<file path="config.mk">
export PLATFORM = sky130hd
export DESIGN_NAME = curs_overlay
export DESIGN_NICKNAME = d
export VERILOG_FILES = /design/src/rtl/curs_pkg.sv /design/src/rtl/curs_ctrl.sv /design/src/rtl/curs_datapath.sv /design/src/rtl/curs_overlay.sv
export SDC_FILE = /design/constraint.sdc
export NUM_CORES = 2
export LEC_CHECK = 0
export BUFFER_PORTS_ARGS = -buffer_cell sky130_fd_sc_hd__clkbuf_2
export CAP_MARGIN = 0
export CELL_PAD_IN_SITES_DETAIL_PLACEMENT = 0
export CELL_PAD_IN_SITES_GLOBAL_PLACEMENT = 1
export CORE_ASPECT_RATIO = 1.1
export CORE_MARGIN = 1
export CORE_UTILIZATION = 55
export CTS_CLUSTER_DIAMETER = 120
export DETAILED_ROUTE_END_ITERATION = 6
export PLACE_DENSITY_LB_ADDON = 0.1
export SYNTH_ARGS = -nofsm -noshare
export SYNTH_HDL_FRONTEND = slang
export SYNTH_HIERARCHICAL = 1
export SYNTH_SLANG_ARGS = --single-unit
</file>
<file path="constraint.sdc">
create_clock -name clk -period 7.7 [get_ports clk]
set_clock_uncertainty 0.1 [all_clocks]
set_input_delay 1.925 -clock clk [delete_from_list [all_inputs] [get_ports clk]]
set_output_delay 1.925 -clock clk [all_outputs]
set_load 0.005 [all_outputs]
</file>
<file path="src/rtl/curs_pkg.sv">
package curs_pkg;
  localparam int CURS_DIM = 32;
  localparam int COORD_W  = 16;
  localparam int ROW_W    = $clog2(CURS_DIM);

  localparam logic [11:0] ADDR_MISC = 12'h818;
  localparam logic [11:0] ADDR_POS  = 12'h8FC;
  localparam logic [4:0]  MASK_PAGE = 5'h12;   // 0x900 >> 7
  localparam logic [4:0]  BITS_PAGE = 5'h13;   // 0x980 >> 7

  localparam logic [31:0]        MISC_FORCE  = 32'h0200_0000;
  localparam logic [COORD_W-1:0] POS_X_RESET = 16'hF000;

  typedef enum logic [2:0] {RD_NONE, RD_POS, RD_MASK, RD_BITS, RD_MISC} rdSel_e;

  typedef struct packed {
    logic             wrPos;
    logic             wrMask;
    logic             wrBits;
    logic             wrMisc;
    rdSel_e           rdSel;
    logic [ROW_W-1:0] row;
    logic [31:0]      data;
  } cursStrobe_t;
endpackage

</file>
<file path="src/rtl/curs_ctrl.sv">
module curs_ctrl
  import curs_pkg::*;
(
  input  logic              clk,
  input  logic              rstN,
  input  logic              regWr,
  input  logic [11:0]       regAddr,
  input  logic [31:0]       regWdata,
  output cursStrobe_t       strb
);
  logic isPos, isMisc, isMask, isBits;

  always_comb begin
    isPos  = (regAddr == ADDR_POS);
    isMisc = (regAddr == ADDR_MISC);
    isMask = (regAddr[11:7] == MASK_PAGE);
    isBits = (regAddr[11:7] == BITS_PAGE);

    strb.wrPos  = regWr && isPos;
    strb.wrMisc = regWr && isMisc;
    strb.wrMask = regWr && isMask;
    strb.wrBits = regWr && isBits;
    strb.row    = regAddr[ROW_W+1:2];
    strb.data   = regWdata;

    if (isPos)       strb.rdSel = RD_POS;
    else if (isMisc) strb.rdSel = RD_MISC;
    else if (isMask) strb.rdSel = RD_MASK;
    else if (isBits) strb.rdSel = RD_BITS;
    else             strb.rdSel = RD_NONE;
  end

  // a single offset never targets two register banks at once
  p_one_strobe_r3: assert property (@(posedge clk) disable iff (!rstN)
    $onehot0({strb.wrPos, strb.wrMisc, strb.wrMask, strb.wrBits}));

  // a write outside the mapped windows raises no strobe
  p_unmapped_quiet_r5: assert property (@(posedge clk) disable iff (!rstN)
    (regWr && strb.rdSel == RD_NONE) |->
      !(strb.wrPos || strb.wrMisc || strb.wrMask || strb.wrBits));
endmodule

</file>
<file path="src/rtl/curs_datapath.sv">
module curs_datapath
  import curs_pkg::*;
#(
  parameter int DISP_WIDTH = 1024,
  parameter int PIX_W      = 8
) (
  input  logic               clk,
  input  logic               rstN,
  input  cursStrobe_t        strb,
  input  logic               pixValid,
  input  logic [COORD_W-1:0] pixX,
  input  logic [COORD_W-1:0] pixY,
  input  logic [PIX_W-1:0]   pixIn,
  output logic               outValid,
  output logic [PIX_W:0]     outPix,
  output logic [31:0]        regRdata
);
  localparam int OUT_W = PIX_W + 1;
  localparam logic [COORD_W:0] WIDTH_EXT = (COORD_W+1)'(DISP_WIDTH);
  localparam logic [COORD_W:0] DIM_EXT   = (COORD_W+1)'(CURS_DIM);
  localparam logic [OUT_W-1:0] IDX_BG    = OUT_W'(258);
  localparam logic [OUT_W-1:0] IDX_FG    = OUT_W'(259);

  logic [COORD_W-1:0] cursX, cursY;
  logic [31:0]        miscReg;
  logic [31:0]        maskMem [CURS_DIM];
  logic [31:0]        bitsMem [CURS_DIM];

  // register storage
  always_ff @(posedge clk) begin
    if (!rstN) begin
      cursX   <= POS_X_RESET;
      cursY   <= '0;
      miscReg <= '0;
      for (int i = 0; i < CURS_DIM; i++) begin
        maskMem[i] <= '0;
        bitsMem[i] <= '0;
      end
    end else begin
      if (strb.wrPos) begin
        cursX <= strb.data[31:16];
        cursY <= strb.data[15:0];
      end
      if (strb.wrMisc) miscReg <= strb.data;
      if (strb.wrMask) maskMem[strb.row] <= strb.data;
      if (strb.wrBits) bitsMem[strb.row] <= strb.data;
    end
  end

  always_comb begin
    unique case (strb.rdSel)
      RD_POS:  regRdata = {cursX, cursY};
      RD_MISC: regRdata = miscReg | MISC_FORCE;
      RD_MASK: regRdata = maskMem[strb.row];
      RD_BITS: regRdata = bitsMem[strb.row];
      default: regRdata = '0;
    endcase
  end

  // hit test
  logic [COORD_W:0]   yEnd;
  logic [COORD_W-1:0] colOff;
  logic [ROW_W-1:0]   rowIdx, bitIdx;
  logic rowIn, colIn, onScreen, maskBit, fgBit, hit;

  always_comb begin
    yEnd     = {1'b0, cursY} + DIM_EXT;
    rowIn    = (pixY >= cursY) && ({1'b0, pixY} < yEnd);
    colOff   = pixX - cursX;
    onScreen = ({1'b0, cursX} < WIDTH_EXT);
    colIn    = (pixX >= cursX) && ({1'b0, colOff} < DIM_EXT) &&
               ({1'b0, pixX} < WIDTH_EXT);
    rowIdx   = ROW_W'(pixY - cursY);
    bitIdx   = ROW_W'(CURS_DIM - 1) - colOff[ROW_W-1:0];
    maskBit  = maskMem[rowIdx][bitIdx];
    fgBit    = bitsMem[rowIdx][bitIdx];
    hit      = onScreen && rowIn && colIn && maskBit;
  end

  always_ff @(posedge clk) begin
    if (!rstN) begin
      outValid <= 1'b0;
      outPix   <= '0;
    end else begin
      outValid <= pixValid;
      if (pixValid) outPix <= hit ? (fgBit ? IDX_FG : IDX_BG) : OUT_W'(pixIn);
    end
  end

  // one-cycle valid pipeline
  p_valid_follow_r6: assert property (@(posedge clk) disable iff (!rstN)
    pixValid |=> outValid);
  p_valid_drop_r6: assert property (@(posedge clk) disable iff (!rstN)
    !pixValid |=> !outValid);

  // anything above the input range is one of the two overlay indices
  p_overlay_code_r9: assert property (@(posedge clk) disable iff (!rstN)
    (outValid && outPix > OUT_W'(255)) |-> (outPix == IDX_BG || outPix == IDX_FG));

  // pixels right of the visible width pass through
  p_clip_right_r11: assert property (@(posedge clk) disable iff (!rstN)
    (pixValid && {1'b0, pixX} >= WIDTH_EXT) |=> outPix == OUT_W'($past(pixIn)));

  // an off-screen X disables the overlay
  p_offscreen_r10: assert property (@(posedge clk) disable iff (!rstN)
    (pixValid && {1'b0, cursX} >= WIDTH_EXT) |=> outPix == OUT_W'($past(pixIn)));

  // position write lands in the X field
  p_pos_write_r2: assert property (@(posedge clk) disable iff (!rstN)
    strb.wrPos |=> cursX == $past(strb.data[31:16]));

  // misc readback always shows the forced bit
  p_misc_force_r4: assert property (@(posedge clk) disable iff (!rstN)
    (strb.rdSel == RD_MISC) |-> regRdata[25]);
endmodule

</file>
<file path="src/rtl/curs_overlay.sv">
module curs_overlay
  import curs_pkg::*;
#(
  parameter int DISP_WIDTH = 1024,
  parameter int PIX_W      = 8
) (
  input  logic               clk,
  input  logic               rstN,
  input  logic               regWr,
  input  logic [11:0]        regAddr,
  input  logic [31:0]        regWdata,
  output logic [31:0]        regRdata,
  input  logic               pixValid,
  input  logic [COORD_W-1:0] pixX,
  input  logic [COORD_W-1:0] pixY,
  input  logic [PIX_W-1:0]   pixIn,
  output logic               outValid,
  output logic [PIX_W:0]     outPix
);
  cursStrobe_t strb;

  curs_ctrl ctrl_i (
    .clk      (clk),
    .rstN     (rstN),
    .regWr    (regWr),
    .regAddr  (regAddr),
    .regWdata (regWdata),
    .strb     (strb)
  );

  curs_datapath #(.DISP_WIDTH(DISP_WIDTH), .PIX_W(PIX_W)) dp_i (
    .clk      (clk),
    .rstN     (rstN),
    .strb     (strb),
    .pixValid (pixValid),
    .pixX     (pixX),
    .pixY     (pixY),
    .pixIn    (pixIn),
    .outValid (outValid),
    .outPix   (outPix),
    .regRdata (regRdata)
  );
endmodule

</file>
# Word level (Yosys, flattened, before mapping)
# Memories as Yosys holds them, arrays and structs flattened.
# Index checks and enable logic that the tools add are counted.
[totals] regBits=74 ram_bits=2048 inputBits=88 elab_cells=62 n_memories=2
[classes] add_sub_neg=4 magnitude_cmp=7 eq_ne=8 n_mux=24 reduce_logical=12
[mem_list] name="dp_i.bitsMem" depth=32 word_bits=32 rd=2 rd_ports_with_merged_regs=0 write_ports=32 line_no="curs_datapath.sv:27" text="logic [31:0] bitsMem [CURS_DIM];"
[mem_list] name="dp_i.maskMem" depth=32 word_bits=32 rd=2 rd_ports_with_merged_regs=0 write_ports=32 line_no="curs_datapath.sv:26" text="logic [31:0] maskMem [CURS_DIM];"
[op_table] operator="one-hot mux 32 bit (4 select lines)" n=1
[op_table] operator="two-way mux 32 bit" n=2
[op_table] operator="OR reduction 32 bit" n=2
[op_table] operator="greater-or-equal comparator 16 bit" n=2
[op_table] operator="less-than comparator 16 x 11 -> 1 bit, second input constant" n=2
[op_table] operator="== test 12 bit, second input constant" n=2
[op_table] operator="adder 16 x 6 -> 17 bit, second input constant" n=1
[op_table] operator="less-than comparator 16 x 17 -> 1 bit" n=1
[op_table] operator="less-than comparator 16 x 6 -> 1 bit, second input constant" n=1
[op_table] operator="subtractor 16 bit" n=1
[op_table] operator="two-way mux 1 bit" n=12
[op_table] operator="binary-select mux 1 bit (select 5 bit)" n=2
[op_table] operator="== test 5 bit, second input constant" n=2
[op_table] operator="logical AND 1 bit" n=10
[op_table] operator="two-way mux 5 bit" n=2
[op_table] operator="two-way mux 3 bit" n=3
[op_table] operator="two-way mux 9 bit" n=1
[op_table] operator="== test 3 x 2 -> 1 bit, second input constant" n=2
[op_table] operator="less-than comparator 5 x 6 -> 1 bit, second input constant" n=1
[op_table] operator="subtractor 5 bit" n=1
[op_table] operator="subtractor 5 bit, first input constant" n=1
[op_table] operator="== test 3 x 1 -> 1 bit, second input constant" n=1
[op_table] operator="== test 3 bit, second input constant" n=1
[op_table] operator="two-way mux 2 bit" n=1

# Logic depth before layout (Yosys ltp)
[logic_depth] depth_word=7 depth_mapped=20 ltp_nobuf=14

# Cells and area by module
# The synthesis kept the hierarchy.
[by_module_without_submodules] mod="curs_datapath" instances=1 cells_each=7873 area_per_inst_um2=114529.8 seq_area_each_um2=62960.4
[by_module_without_submodules] mod="curs_ctrl" instances=1 cells_each=55 area_per_inst_um2=395.4 seq_area_each_um2=0.0

# Least setup slack after synthesis
# No wires, ideal clock.
[synth_timing] kind="in2reg" startpoint="input regAddr[2]" endpoint="memory dp_i.bitsMem[11][0], enable pin" arrival_ns=6.337 required_time_ns=7.134 slack_ns=0.797 cell_stages=8 path_buffers=6 path_cell_list="buf_4 -> clkbuf_1 -> buf_2 -> buf_1 -> buf_1 -> nand4_1 -> clkbuf_1 -> o21ai_0"
[synth_lines] element="start: declaration" line_no="curs_overlay.sv:10" text="input logic [11:0] regAddr,"
[synth_lines] element="end: declaration" line_no="curs_datapath.sv:27"

# Worst setup path in the final report
[layout_timing] startpoint="input regAddr[5]" endpoint="output regRdata[30]"
[layout_between] elab_chain_len=5
[layout_rtl] element="== test 12 bit" line_no="curs_ctrl.sv:15" text="isMisc = (regAddr == ADDR_MISC);"
[layout_rtl] element="two-way mux 3 bit" line_no="curs_ctrl.sv:27" text="else if (isMisc) strb.rdSel = RD_MISC;"
[layout_rtl] element="two-way mux 3 bit" line_no="curs_ctrl.sv:26" text="if (isPos) strb.rdSel = RD_POS;"
[layout_rtl] element="== test 3 x 2 -> 1 bit (tied with other cells)" line_no="curs_datapath.sv:51" text="unique case (strb.rdSel)"
[layout_rtl] element="one-hot mux 32 bit (4 select lines) *" line_no="curs_datapath.sv:51"
[layout_rtl] element="end: declaration" line_no="curs_overlay.sv:12" text="output logic [31:0] regRdata,"
# Mark *: on every way between the ends. The rest lies on a longest branch, timed or not.

==> metrics.txt <==
Hold WC Path Type=register to register; final net count=8000; number of synthesized flops with an enable pin=~2000; Initial Utilization=between 50 and 60%; pwr dens=around 220 nW/um2; top post-synthesis cells by area=edfxtp_1 54%, mux4_2 20%, and2_1 11%; antenna viol nets, final=0; Initial DRC Count=12500; area of the multi-input gates=49200 um2; Finish-stage setup viols=1; setup TNS=-0.0843 ns; vias post-DR=about 79000; mapped cell area=between 100000 and 150000 um2; via/cell ratio=approximately 7.3; DP HPWL=284000 um; MaxCap Viol Count=1; fin worst setup slack=-0.0843 ns; CTS tree=built; Synth Area in Adders=0.514%; first-pass GRT wire length=613000 um; sequential power share=between 40% and 50%; largest family of logic cells by synthesized area=multiplexers; endpoints failing hold=0; synthesized flop and latch total=between 2000 and 2500; clk_lat worst skew=about 0.91 ns; part of the power in combinational logic=around 13%; failing checks=capacitance limit, setup timing; slew margin rel.=less than 1%; DRC viols=0; CTS hold repair buffers=0; final worst path period share=101%; DRT Pass-1 Iters=6; Pleak=roughly 0.044 uW; Inst Count DP=about 10000; CP Launch Type=input pin; WL per Instance=slightly above 40 um; Net Sw Frac=between 20% and 30%; Synth Area in Simple Gates=between 10 and 15%; sequential area share after synthesis=between 50% and 60%; critical path type=input pin to output port; die area=around 210000 um2; Fillers=approximately 16000; total track usage=roughly 42%; crit-path max FO=25; Final Critical Period=between 7 and 8 ns; Internal Power=~20000 uW; area grow syn2layout=11.6%; row count=175; pin count of the biggest net entering global routing=89; root buf cell=clkbuf_16; Mapped Nets=between 8000 and 9000; XOR/XNOR share of the synthesized area=0.122%; CTS-repair resized insts=0; post-synthesis area per instance=roughly 14 um2; Final Instance Count excl. Fillers=approximately 11000; GP Congestion=~1; core area=around 210000 um2; setup bufs post-CTS=0; Sw Pwr=7200 uW; WL final=446000 um; VDD IR max=0.000202 V; YS warnings=6; Yosys top cell by area=edfxtp_1; Clock Path Buffers=3; crit end category=output port; Clk pwr share=a little under two fifths; Arr. time, crit path=approximately 5.8 ns; H-tree levels=4; asr flop ratio synth=0%; Die Height=approximately 480 um; post-synthesis compound-gate area fraction=around 4.3%; initial antenna violation count=36; leading cell type in the layout, fill and taps excluded=and2_1; Util after Layout=about 62%; die width=roughly 440 um; number of sinks on the clock net=between 2000 and 2500; gr ovfl total=0; Gate Count Post-Synth=around 7900; status=finished with violations; CTS Buf Count=220; number of global-route vias before repair=between 70000 and 80000; Synth cell types=87; commonest cells after routing, fill and taps aside=2067 x and2_1, 2048 x edfxtp_1, 1042 x mux4_2, 401 x buf_4, 326 x nand2_1; io pins=130; count of buffers from port buffering=129; Post-synth top flop=edfxtp_1; achievable clock frequency=128 MHz; critical path required time=5.68 ns; FF/Latch Area=between 60000 and 70000 um2; Final Total Pwr=roughly 28000 uW; RSZ-0062 raised after global routing=false; mux share of post-synthesis cell area=22.2%; pin slew with the least headroom to its limit=between 1 and 1.5 ns; post-synth top area share=53.5%; r2r setup slk=1.60 ns; clock slew at reported path FFs=around 0.06 ns; Max Slew Vio Count=0; share of cells above drive strength 1=between 20% and 30%
routing by layer:
layer  routed length (um)  vias up  share of wire, %  global-route usage, %
met3                58400     1731                13                   11.7
met4                38300       18               8.6                   29.6
met5                  126        -             0.028                      0
met1               146000    40300                33                   51.9
li1                     -    30200                 -                      -
met2               203000     6626                46                   65.3
synth_stat cells, types with 84 or more instances:
| library cell | count |
|---|---|
| a21oi_1 | 84 |
| a22oi_1 | 176 |
| and2_1 | 2071 |
| buf_4 | 85 |
| clkbuf_1 | 652 |
| edfxtp_1 | 2048 |
| mux2i_1 | 133 |
| mux4_2 | 1042 |
| nand2_1 | 327 |
| nand3_1 | 85 |
| nor2_1 | 163 |
| o21ai_0 | 144 |
critical path, stage by stage:
cell	delay (ns)
buf_4	0.42
buf_4	0.31
buf_4	0.20
nor2b_1	0.53
a22oi_1	0.25
a21oi_1	0.42
a21oi_1	0.12
a21oi_1	0.32
a22oi_1	0.20
o21ai_0	0.67
buf_4	0.22
clkbuf_2	0.11
worst paths after layout:
check | from | cells after the start | to
worst max-delay path | regAddr[5] | 12 | regRdata[30]
worst min-delay path | dp_i/outPix[8]$_SDFFE_PN0P_ | 2 | dp_i/outPix[8]$_SDFFE_PN0P_
worst max register to register | dp_i/cursY[0]$_SDFFE_PN0P_ | 17 | dp_i/outPix[0]$_SDFFE_PN0P_
worst min register to register | dp_i/outPix[8]$_SDFFE_PN0P_ | 2 | dp_i/outPix[8]$_SDFFE_PN0P_
cells by family after synthesis:
family,count (synthesis)
adders and majority gates,46
buffers and inverters,944
AOI/OAI and AO/OA,700
and+or+nand+nor,2884
DFF,2121
xor gates and xnor gates,16
muxes,1217
metrics by stage:
step	area [um2]	setup slack (ns)	hold slack (ns)
after floorplan	115000	0.797	0.371
after global placement	121000	-0.0542	0.370
after detailed placement	121000	0.0854	0.372
after CTS	128000	0.0812	0.383
after global routing	128000	0.0513	0.441
final	128000	-0.0843	0.381
power groups by stage:
stage	clock (uW)	combinational (uW)	sequential, uW
2_1_floorplan	0	2010	13600
6_report	10600	3580	13500
4_1_cts	10600	3470	13500
3_3_place_gp	0	3450	13700
5_1_grt	11100	3610	13500
3_5_place_dp	0	3450	13700
registers in the layout, indices dropped and copies added, names as in the netlist:
register and flops:
dp_i/miscReg 31, dp_i/outValid 1, dp_i/outPix 9, dp_i/cursX 16
dp_i/cursY 16, dp_i/bitsMem 1024, dp_i/maskMem 1024
layout make-up:
| class | count | area share, % |
|---|---|---|
| repair buffers | 612 | 4.18 |
| multi-input cells | 4863 | 38.4 |
| well taps | 2743 | 2.68 |
| inverters | 48 | 0.140 |
| diodes | 19 | 0.0371 |
| clock inverters | 138 | 0.941 |
| flip-flops and latches | 2121 | 49.1 |
| clock buffers | 276 | 4.53 |
No activity file was read; power rests on OpenSTA's default activity.
